### src/rtl/div4q_pkg.sv
package div4q_pkg;

   typedef enum logic [1:0] {
      ST_IDLE = 2'd0,
      ST_RUN  = 2'd1,
      ST_FIX  = 2'd2
   } div_state_e;

endpackage

### src/rtl/div4q_prep.sv
// Operand conditioning: sign capture, magnitudes, fractional alignment.
module div4q_prep #(
   parameter int DW = 16
) (
   input  logic [DW-1:0]   dvd_hi,
   input  logic [DW-1:0]   dvd_lo,
   input  logic [DW-1:0]   dvs,
   input  logic            frac_mode,
   output logic [2*DW-1:0] num_mag,
   output logic [DW-1:0]   dvs_mag,
   output logic            neg_dvd,
   output logic            neg_quo
);
   localparam int NW = 2*DW;

   logic [NW-1:0] num_raw;
   logic [NW-1:0] num_abs;

   assign num_raw = {dvd_hi, dvd_lo};
   assign neg_dvd = dvd_hi[DW-1];
   assign neg_quo = dvd_hi[DW-1] ^ dvs[DW-1];

   // Two's-complement negation of the most negative value yields its
   // unsigned magnitude, so no extra width is needed.
   assign num_abs = neg_dvd ? (~num_raw + NW'(1)) : num_raw;
   assign dvs_mag = dvs[DW-1] ? (~dvs + DW'(1)) : dvs;

   // Fractional alignment drops the dividend LSB.
   assign num_mag = frac_mode ? {1'b0, num_abs[NW-1:1]} : num_abs;

endmodule

### src/rtl/div4q_step.sv
// One non-restoring step: shift in a dividend bit, then add or subtract.
module div4q_step #(
   parameter int DW = 16
) (
   input  logic [DW+1:0] p_in,
   input  logic          bit_in,
   input  logic [DW-1:0] m_in,
   output logic [DW+1:0] p_out,
   output logic          q_bit
);
   localparam int PW = DW + 2;

   logic [PW-1:0] p_sh;
   logic [PW-1:0] m_ext;

   assign p_sh  = {p_in[PW-2:0], bit_in};
   assign m_ext = {2'b00, m_in};
   assign p_out = p_in[PW-1] ? (p_sh + m_ext) : (p_sh - m_ext);
   assign q_bit = ~p_out[PW-1];

endmodule

### src/rtl/div4q_fixup.sv
// Remainder restoration and sign correction of both results.
module div4q_fixup #(
   parameter int DW = 16
) (
   input  logic [DW+1:0] p_fin,
   input  logic [DW-1:0] q_raw,
   input  logic [DW-1:0] m_in,
   input  logic          neg_dvd,
   input  logic          neg_quo,
   output logic [DW-1:0] quot_fix,
   output logic [DW-1:0] rem_fix
);
   localparam int PW = DW + 2;

   logic [PW-1:0] p_rest;
   logic [DW-1:0] rem_mag;

   assign p_rest   = p_fin[PW-1] ? (p_fin + {2'b00, m_in}) : p_fin;
   assign rem_mag  = p_rest[DW-1:0];
   assign rem_fix  = neg_dvd ? (~rem_mag + DW'(1)) : rem_mag;
   assign quot_fix = neg_quo ? (~q_raw + DW'(1)) : q_raw;

endmodule

### src/rtl/div4q_top.sv
module div4q_top #(
   parameter int DW = 16
) (
   input  logic          clk,
   input  logic          rst_n,
   input  logic          start,
   input  logic          frac_mode,
   input  logic [DW-1:0] dvd_hi,
   input  logic [DW-1:0] dvd_lo,
   input  logic [DW-1:0] dvs,
   output logic          busy,
   output logic          done,
   output logic [DW-1:0] quot,
   output logic [DW-1:0] rem
);
   import div4q_pkg::*;

   localparam int NW = 2*DW;
   localparam int PW = DW + 2;
   localparam int CW = $clog2(DW + 1);
   localparam logic [CW-1:0] LAST_STEP = CW'(DW - 1);

   generate
      if (DW < 4) begin : g_dw_check
         $error("div4q_top: DW must be at least 4");
      end
   endgenerate

   div_state_e    state_q;
   logic [CW-1:0] step_q;
   logic [PW-1:0] p_q;
   logic [DW-1:0] y_q;
   logic [DW-1:0] m_q;
   logic          neg_dvd_q;
   logic          neg_quo_q;

   logic [NW-1:0] num_mag;
   logic [DW-1:0] dvs_mag;
   logic          neg_dvd;
   logic          neg_quo;
   logic [PW-1:0] p_next;
   logic          q_bit;
   logic [DW-1:0] quot_fix;
   logic [DW-1:0] rem_fix;

   div4q_prep #(.DW(DW)) u_prep (
      .dvd_hi   (dvd_hi),
      .dvd_lo   (dvd_lo),
      .dvs      (dvs),
      .frac_mode(frac_mode),
      .num_mag  (num_mag),
      .dvs_mag  (dvs_mag),
      .neg_dvd  (neg_dvd),
      .neg_quo  (neg_quo)
   );

   div4q_step #(.DW(DW)) u_step (
      .p_in  (p_q),
      .bit_in(y_q[DW-1]),
      .m_in  (m_q),
      .p_out (p_next),
      .q_bit (q_bit)
   );

   div4q_fixup #(.DW(DW)) u_fixup (
      .p_fin   (p_q),
      .q_raw   (y_q),
      .m_in    (m_q),
      .neg_dvd (neg_dvd_q),
      .neg_quo (neg_quo_q),
      .quot_fix(quot_fix),
      .rem_fix (rem_fix)
   );

   assign busy = (state_q != ST_IDLE);

   always_ff @(posedge clk or negedge rst_n) begin
      if (!rst_n) begin
         state_q   <= ST_IDLE;
         step_q    <= '0;
         p_q       <= '0;
         y_q       <= '0;
         m_q       <= '0;
         neg_dvd_q <= 1'b0;
         neg_quo_q <= 1'b0;
         done      <= 1'b0;
         quot      <= '0;
         rem       <= '0;
      end else begin
         done <= 1'b0;
         unique case (state_q)
            ST_IDLE: begin
               if (start) begin
                  // The upper word always lies below the divisor magnitude
                  // for valid operands, so the first step starts non-negative.
                  p_q       <= {2'b00, num_mag[NW-1:DW]};
                  y_q       <= num_mag[DW-1:0];
                  m_q       <= dvs_mag;
                  neg_dvd_q <= neg_dvd;
                  neg_quo_q <= neg_quo;
                  step_q    <= '0;
                  state_q   <= ST_RUN;
               end
            end
            ST_RUN: begin
               p_q    <= p_next;
               y_q    <= {y_q[DW-2:0], q_bit};
               step_q <= step_q + CW'(1);
               if (step_q == LAST_STEP) begin
                  state_q <= ST_FIX;
               end
            end
            ST_FIX: begin
               quot    <= quot_fix;
               rem     <= rem_fix;
               done    <= 1'b1;
               state_q <= ST_IDLE;
            end
            default: state_q <= ST_IDLE;
         endcase
      end
   end

endmodule

### config.mk
export PLATFORM = sky130hd
export DESIGN_NAME = div4q_top
export DESIGN_NICKNAME = d
export VERILOG_FILES = /design/src/rtl/div4q_pkg.sv /design/src/rtl/div4q_prep.sv /design/src/rtl/div4q_step.sv /design/src/rtl/div4q_fixup.sv /design/src/rtl/div4q_top.sv
export SDC_FILE = /design/constraint.sdc
export NUM_CORES = 1
export LEC_CHECK = 0
export BUFFER_PORTS_ARGS = -buffer_cell sky130_fd_sc_hd__buf_2
export CAP_MARGIN = 20
export CORE_ASPECT_RATIO = 1.75
export CORE_MARGIN = 1
export CORE_UTILIZATION = 54
export CTS_CLUSTER_DIAMETER = 40
export CTS_CLUSTER_SIZE = 40
export DETAILED_ROUTE_END_ITERATION = 10
export MAX_ROUTING_LAYER = met4
export PLACE_DENSITY = 0.78
export SETUP_SLACK_MARGIN = 0.4
export SYNTH_ARGS = -nofsm -noshare
export SYNTH_HDL_FRONTEND = slang
export SYNTH_SLANG_ARGS = --single-unit
export TNS_END_PERCENT = 10
### constraint.sdc
create_clock -name clk -period 3.8 [get_ports clk]
set_clock_uncertainty 0.15 [all_clocks]
set_input_delay 0.19 -clock clk [delete_from_list [all_inputs] [get_ports clk]]
set_output_delay 0.19 -clock clk [all_outputs]
set_load 0.05 [all_outputs]
==> impl_metrics.py, run 1 <==
metrics = {
    "global_route": {
        "grt_pass1_vias": 6466,
        "antenna_found_initial": 0,
        "grt_pass1_wl_mm": 31.0,
        "grt_max_degree": 76,
        "grt.overflow.total": 0,
        "track_usage_pct": 27.8,
    },
    "floorplanning": {
        "start_util_pct": 55.6,
        "core_area_sq_um": 13500,
        "dieWidth_um": 91.2,
        "num_rows": 56,
        "die_h_um": 158,
        "dieArea_sq_um": 14400,
        "io_pins": 86,
    },
    "clocking": {
        "clock_latency_ps": 350,
        "cts_root_buf": "clkbuf_16",
        "cts_tree": "yes",
        "cts_made_buffers": 9,
        "cts.sinks": 92,
        "clock_path_buffers": 2,
        "h-tree-depth": 3,
        "cts.clk_slew.worst_paths_ps": 70,
    },
    "place": {
        "gp_congestion": 0.922,
        "dp.cells": 1150,
        "dp_hpwl_mm": 14.3,
        "portBuffers": 85,
    },
    "sta": {
        "min_period_ps": 3450,
        "fmax_mhz": 290,
        "setup_viol": 0,
        "final-hold-violation-count": 0,
        "finalCritPeriodShare_pct": 90.8,
        "finalMaxSlewViolations": 0,
        "worst_pin_slew_ps": 1050,
        "max-slew-margin-rel_pct": 29.5,
        "setup_tns_ps": 0,
        "rsz0062_at_grt": "yes",
    },
    "critical_path": {
        "arrival_ps": 3570,
        "r2r-end": "y_q[0]",
        "critPathBufInv": 2,
        "crit_required_ps": 3920,
        "cpMaxStageDelayCell": "dfrtp_2",
        "crit_type": "flop to flop",
        "cp_cell_sequence": "nor2_4 > nor4b_4 > buf_4 > nand2_2 > nor3_2 > nor2_1 > xor2_1 > ha_1 > a21o_1 > a21o_1 > a21oi_2 > inv_1 > a21oi_2 > o31ai_4 > a21oi_2 > mux2i_1 > nor3b_2",
        "r2r_setup_slack_ps": 350,
        "cp_max_fo": 4,
        "cp-start-kind": "flop",
        "r2r-start": "m_q[3]",
        "crit_path_end_kind": "flop",
        "crit_top_cell": "a21oi_2",
        "path_delay_family": "compound AO/OA/AOI/OAI gates",
        "reg2regPathDepth": 17,
        "max_stage_delay_ps": 450,
    },
    "hold_path": {
        "hp-class": "input port to flop",
        "worstHoldPathCells": 3,
        "whs_endpoint": "m_q[10]",
        "min_from": "dvs[10]",
    },
    "synth": {
        "synth_area_leaders": "dfrtp_1 31%, xor2_1 6.9%, o21ai_0 6.7%, ha_1 6.5%, nand2_1 5.7%",
        "synthDistinctLibCells": 66,
        "synth_top_area_share_pct": 30.6,
        "yosys_most_used_dff": "dfrtp_1",
        "synth_top_area_cell": "dfrtp_1",
        "syn_area_sq_um": 7510,
        "avgSynthCellArea_sq_um": 8.12,
        "synth_nets": 1019,
        "yosys_register_bits": 92,
        "synth_edf_count": 0,
        "synth-seq-area-share_pct": 30.6,
        "syn-instance-count": 926,
        "ys_warn_count": 0,
        "synthArstFlopShare_pct": 100,
    },
    "layout": {
        "antenna_cells": 0,
        "fin_nets": 1099,
        "drive_gt1_share_pct": 18.4,
        "final_cells": 1185,
        "layout_common_cells": "113 x nand2_1, 98 x o21ai_0, 89 x dfrtp_1",
        "area_growth_pct": 16.4,
        "final_common_cell": "nand2_1",
        "fillerInstances": 1161,
    },
    "drt": {
        "vias": 7083,
        "routed_wl_mm": 19.3,
        "wl_per_cell_um": 16.3,
        "drc": 0,
        "drt-vias-per-instance": 5.98,
        "detail-route-antenna-nets": 0,
        "drt_pass1_iterations": 7,
        "drtIter0Drc": 417,
    },
    "run_status": {
        "status": "finished, final reports clean",
    },
    "job": {
        "cap_viol_max_count": 0,
    },
}
==> per-layer routing <==
metal  up-vias  wire length [um]  track usage, %
li1       3521                 -               -
met1      3315              7950            32.2
met2       194              9920            47.8
met3        53               651            2.88
met4         0               822            13.8
met5         -                 0               -
==> worst register-to-register path, cell delays in order (launching register included) <==
cell and delay, ps:
dfrtp_2 450, nor2_4 140, nor4b_4 210, buf_4 160, nand2_2 50, nor3_2 210
nor2_1 70, xor2_1 150, ha_1 340, a21o_1 190, a21o_1 170, a21oi_2 130
inv_1 70, a21oi_2 170, o31ai_4 110, a21oi_2 160, mux2i_1 240, nor3b_2 200
==> registers in the layout (all words and copies together) (netlist names) <==
| register | cells |
|---|---|
| m_q | 16 |
| p_q | 18 |
| state_q | 2 |
| y_q | 16 |
| neg_quo_q | 1 |
| done | 1 |
| step_q | 5 |
| rem | 16 |
| neg_dvd_q | 1 |
| quot | 16 |
==> area by class of cell <==
class | count | area [sq um] | area share (%)
Clock buffer | 10 | 239 | 2.73
Clock inverter | 6 | 60.1 | 0.687
Inverter | 27 | 101 | 1.16
Multi-Input combinational cell | 757 | 5130 | 58.7
Sequential cell | 92 | 2310 | 26.4
Tap cell | 174 | 218 | 2.49
Timing Repair Buffer | 119 | 692 | 7.91
==> stage by stage <==
stage	hold slack, ps	setup WS (ps)	area (sq um)	util [%]
floorplan	-256	380	7530	-
global placement	244	214	8100	59.9
detailed placement	255	140	8100	59.9
CTS	8.36	360	8540	63.1
global route	52.8	200	8750	64.7
finish	17.0	349	8750	64.7
==> timing repair <==
item	in CTS	in global routing
hold buffers	2	0
pin swaps	8	17
gates cloned	0	0
buffers inserted	5	12
hold endpoints to repair	76	0
gates resized for setup	19	24
endpoints found under the setup margin	10	13
==> kinds of logic (layout without fill, tap and decap cells) <==
logic type / count (synthesis) / in the layout / share of synthesized area, %
adder cells (fa/ha/maj): 41 / 41 / 7.03
XOR/XNOR: 106 / 106 / 12.4
AND/OR/NAND/NOR: 305 / 305 / 19.5
buffers and inverters: 77 / 162 / 3.85
multiplexers: 15 / 15 / 2.05
AO/OA/AOI/OAI: 290 / 290 / 24.6
flip-flops: 92 / 92 / 30.6
==> Yosys cell counts (5+ instances only) <==
cell	count
a211oi_1	24
a31oi_1	8
ha_1	39
nand3_1	17
a221o_1	5
a22oi_1	10
clkbuf_1	43
xnor2_1	47
o31ai_1	15
nand2_1	115
o211ai_1	7
or3_1	13
and3_1	11
buf_1	7
o21bai_1	5
mux2i_1	12
a21o_1	7
nor4_1	9
xor2_1	59
nor2_1	69
nand2b_1	9
and2_1	6
o22ai_1	5
dfrtp_1	92
inv_1	27
a21oi_1	63
nor3_1	14
nand4_1	6
nor2b_1	8
or4_1	10
o41ai_1	7
o21ai_0	100
==> how the worst max path moves through the flow <==
stage | startpoint | endpoint | slack [ps] | cells past startpoint
after floorplan | p_q[17] | p_q[14] | 380 | 14
after global placement | m_q[2] | y_q[0] | 210 | 17
after detailed placement | m_q[2] | y_q[0] | 140 | 17
after CTS | m_q[0] | p_q[16] | 360 | 13
after global routing | m_q[3] | y_q[0] | 200 | 17
final | m_q[3] | y_q[0] | 350 | 17
Power of run 1 is left out: the tool's default activity adds up to more than one toggle a clock period on the data nets, which glitch-free logic cannot reach.
==> inputs of run 2 (changes only) <==
--- a/config.mk
+++ b/config.mk
@@ -14,7 +14,7 @@
 export CTS_CLUSTER_SIZE = 40
 export DETAILED_ROUTE_END_ITERATION = 10
 export MAX_ROUTING_LAYER = met4
-export PLACE_DENSITY = 0.78
+export PLACE_DENSITY = 0.87
 export SETUP_SLACK_MARGIN = 0.4
 export SYNTH_ARGS = -nofsm -noshare
 export SYNTH_HDL_FRONTEND = slang
==> impl_metrics.py, run 2 (synthesis gave the netlist of run 1 again) <==
metrics = {
    "critical_path": {
        "r2r_setup_slack_ps": 290,
        "r2r-start": "m_q[0]",
        "r2r-end": "y_q[0]",
        "reg2regPathDepth": 17,
        "max_stage_delay_ps": 430,
        "cp_cell_sequence": "buf_4 > nor4b_4 > buf_4 > nand2_1 > nor3_2 > nor2_1 > xor2_1 > ha_1 > a21o_1 > a21o_1 > a21oi_2 > inv_2 > a21oi_4 > o31ai_4 > a21oi_2 > mux2i_1 > nor3b_2",
        "path_delay_family": "compound AO/OA/AOI/OAI gates",
        "cp-start-kind": "flop",
        "critPathBufInv": 3,
        "crit_required_ps": 3930,
        "cpMaxStageDelayCell": "dfrtp_2",
        "arrival_ps": 3640,
        "crit_type": "flop to flop",
        "cp_max_fo": 4,
        "crit_path_end_kind": "flop",
    },
    "hold_path": {
        "worstHoldPathCells": 3,
        "hp-class": "input port to flop",
        "whs_endpoint": "m_q[7]",
        "min_from": "dvs[7]",
    },
    "layout": {
        "layout_common_cells": "114 x nand2_1, 98 x o21ai_0, 87 x dfrtp_1",
        "area_growth_pct": 16.1,
        "largest-register": "p_q",
        "largest_register_ffs": 18,
        "final_common_cell": "nand2_1",
        "fillerInstances": 1092,
        "antenna_cells": 0,
        "multi_input_area_sq_um": 5120,
        "drive_gt1_share_pct": 18.3,
        "fin_nets": 1098,
        "final_cells": 1184,
        "seq_area_sq_um": 2310,
    },
    "floorplanning": {
        "num_rows": 56,
        "dieWidth_um": 91.2,
        "start_util_pct": 55.6,
        "dieArea_sq_um": 14400,
        "core_area_sq_um": 13500,
        "die_h_um": 158,
        "io_pins": 86,
    },
    "global_route": {
        "met1_usage_pct": 31.2,
        "grt_pass1_wl_mm": 32.3,
        "use_met2_pct": 50.4,
        "antenna_found_initial": 0,
        "track_usage_pct": 28.7,
        "busiest_layer": "met2",
        "grt_pass1_vias": 6833,
        "grt.overflow.total": 0,
        "grt_max_degree": 74,
        "grt_util_met3_pct": 3.55,
    },
    "sta": {
        "fmax_mhz": 285,
        "setup_ws_ps": 291,
        "finalMaxSlewViolations": 0,
        "finalCritPeriodShare_pct": 92.4,
        "min_period_ps": 3510,
        "worst_pin_slew_ps": 1100,
        "setup_viol": 0,
        "setup_tns_ps": 0,
        "rsz0062_at_grt": "yes",
        "hold_slack_ps": 4.42,
        "max-slew-margin-rel_pct": 26.1,
        "final-hold-violation-count": 0,
    },
    "job": {
        "cap_viol_max_count": 0,
    },
    "clocking": {
        "cts_tree": "yes",
        "cts_made_buffers": 9,
        "cts_root_buf": "clkbuf_16",
        "cts.clk_slew.worst_paths_ps": 70,
        "cts.sinks": 92,
        "clock_path_buffers": 2,
        "h-tree-depth": 3,
        "clock_latency_ps": 360,
    },
    "drt": {
        "vias": 7407,
        "wl_per_cell_um": 17.4,
        "detail-route-antenna-nets": 0,
        "drt-vias-per-instance": 6.26,
        "drc": 0,
        "drt_pass1_iterations": 5,
        "routed_wl_mm": 20.6,
        "drtIter0Drc": 542,
    },
    "place": {
        "portBuffers": 85,
        "pre_cts_slack_ps": 104,
        "dp_hpwl_mm": 14.3,
        "dp.cells": 1147,
        "gp_congestion": 0.933,
    },
    "run_status": {
        "status": "finished, final reports clean",
    },
}
==> run 2: layout make-up <==
| type | instances | share of cell area [%] |
|---|---|---|
| flip-flops and latches | 92 | 26.5 |
| multi-input cells | 757 | 58.7 |
| well taps | 174 | 2.50 |
| repair buffers | 118 | 7.78 |
| clock inverters | 6 | 0.818 |
| inverters | 27 | 1.16 |
| clock buffers | 10 | 2.63 |
==> run 2: metrics by stage <==
stage | utilization [%] | area, sq um
floorplan | - | 7530
CTS | 63.3 | 8550
global placement | 59.7 | 8080
global route | 64.5 | 8720
detailed placement | 59.7 | 8080
finish | 64.5 | 8720
==> run 2: per-layer routing <==
metal  vias to the layer above  share of wire (%)
met1                      3519                 38
met2                       282                 51
li1                       3517                  -
met3                        89                5.0
met4                         0                6.0
met5                         -                  0
==> run 2: how the worst max path moves through the flow <==
stage / startpoint / cells past startpoint / slack, ps / end
after floorplan: p_q[17] / 14 / 380 / p_q[14]
after global placement: p_q[0] / 11 / 220 / rem[15]
after detailed placement: p_q[0] / 11 / 100 / rem[15]
after CTS: m_q[0] / 17 / 360 / y_q[0]
after global routing: m_q[0] / 15 / 150 / p_q[17]
final: m_q[0] / 17 / 290 / y_q[0]
==> run 2: worst min-delay path: stages <==
cell and delay (ps):
buf_2 100, xor2_1 60, o21ai_0 130
==> run 2: timing repair <==
item	4_1_cts	5_1_grt
pin swaps	8	17
hold buffers	1	0
resized for setup	27	14
buffers inserted	6	14
endpoints found under the hold margin	72	0
endpoints found under the setup margin	13	13
Power of run 2 is left out for the same reason.
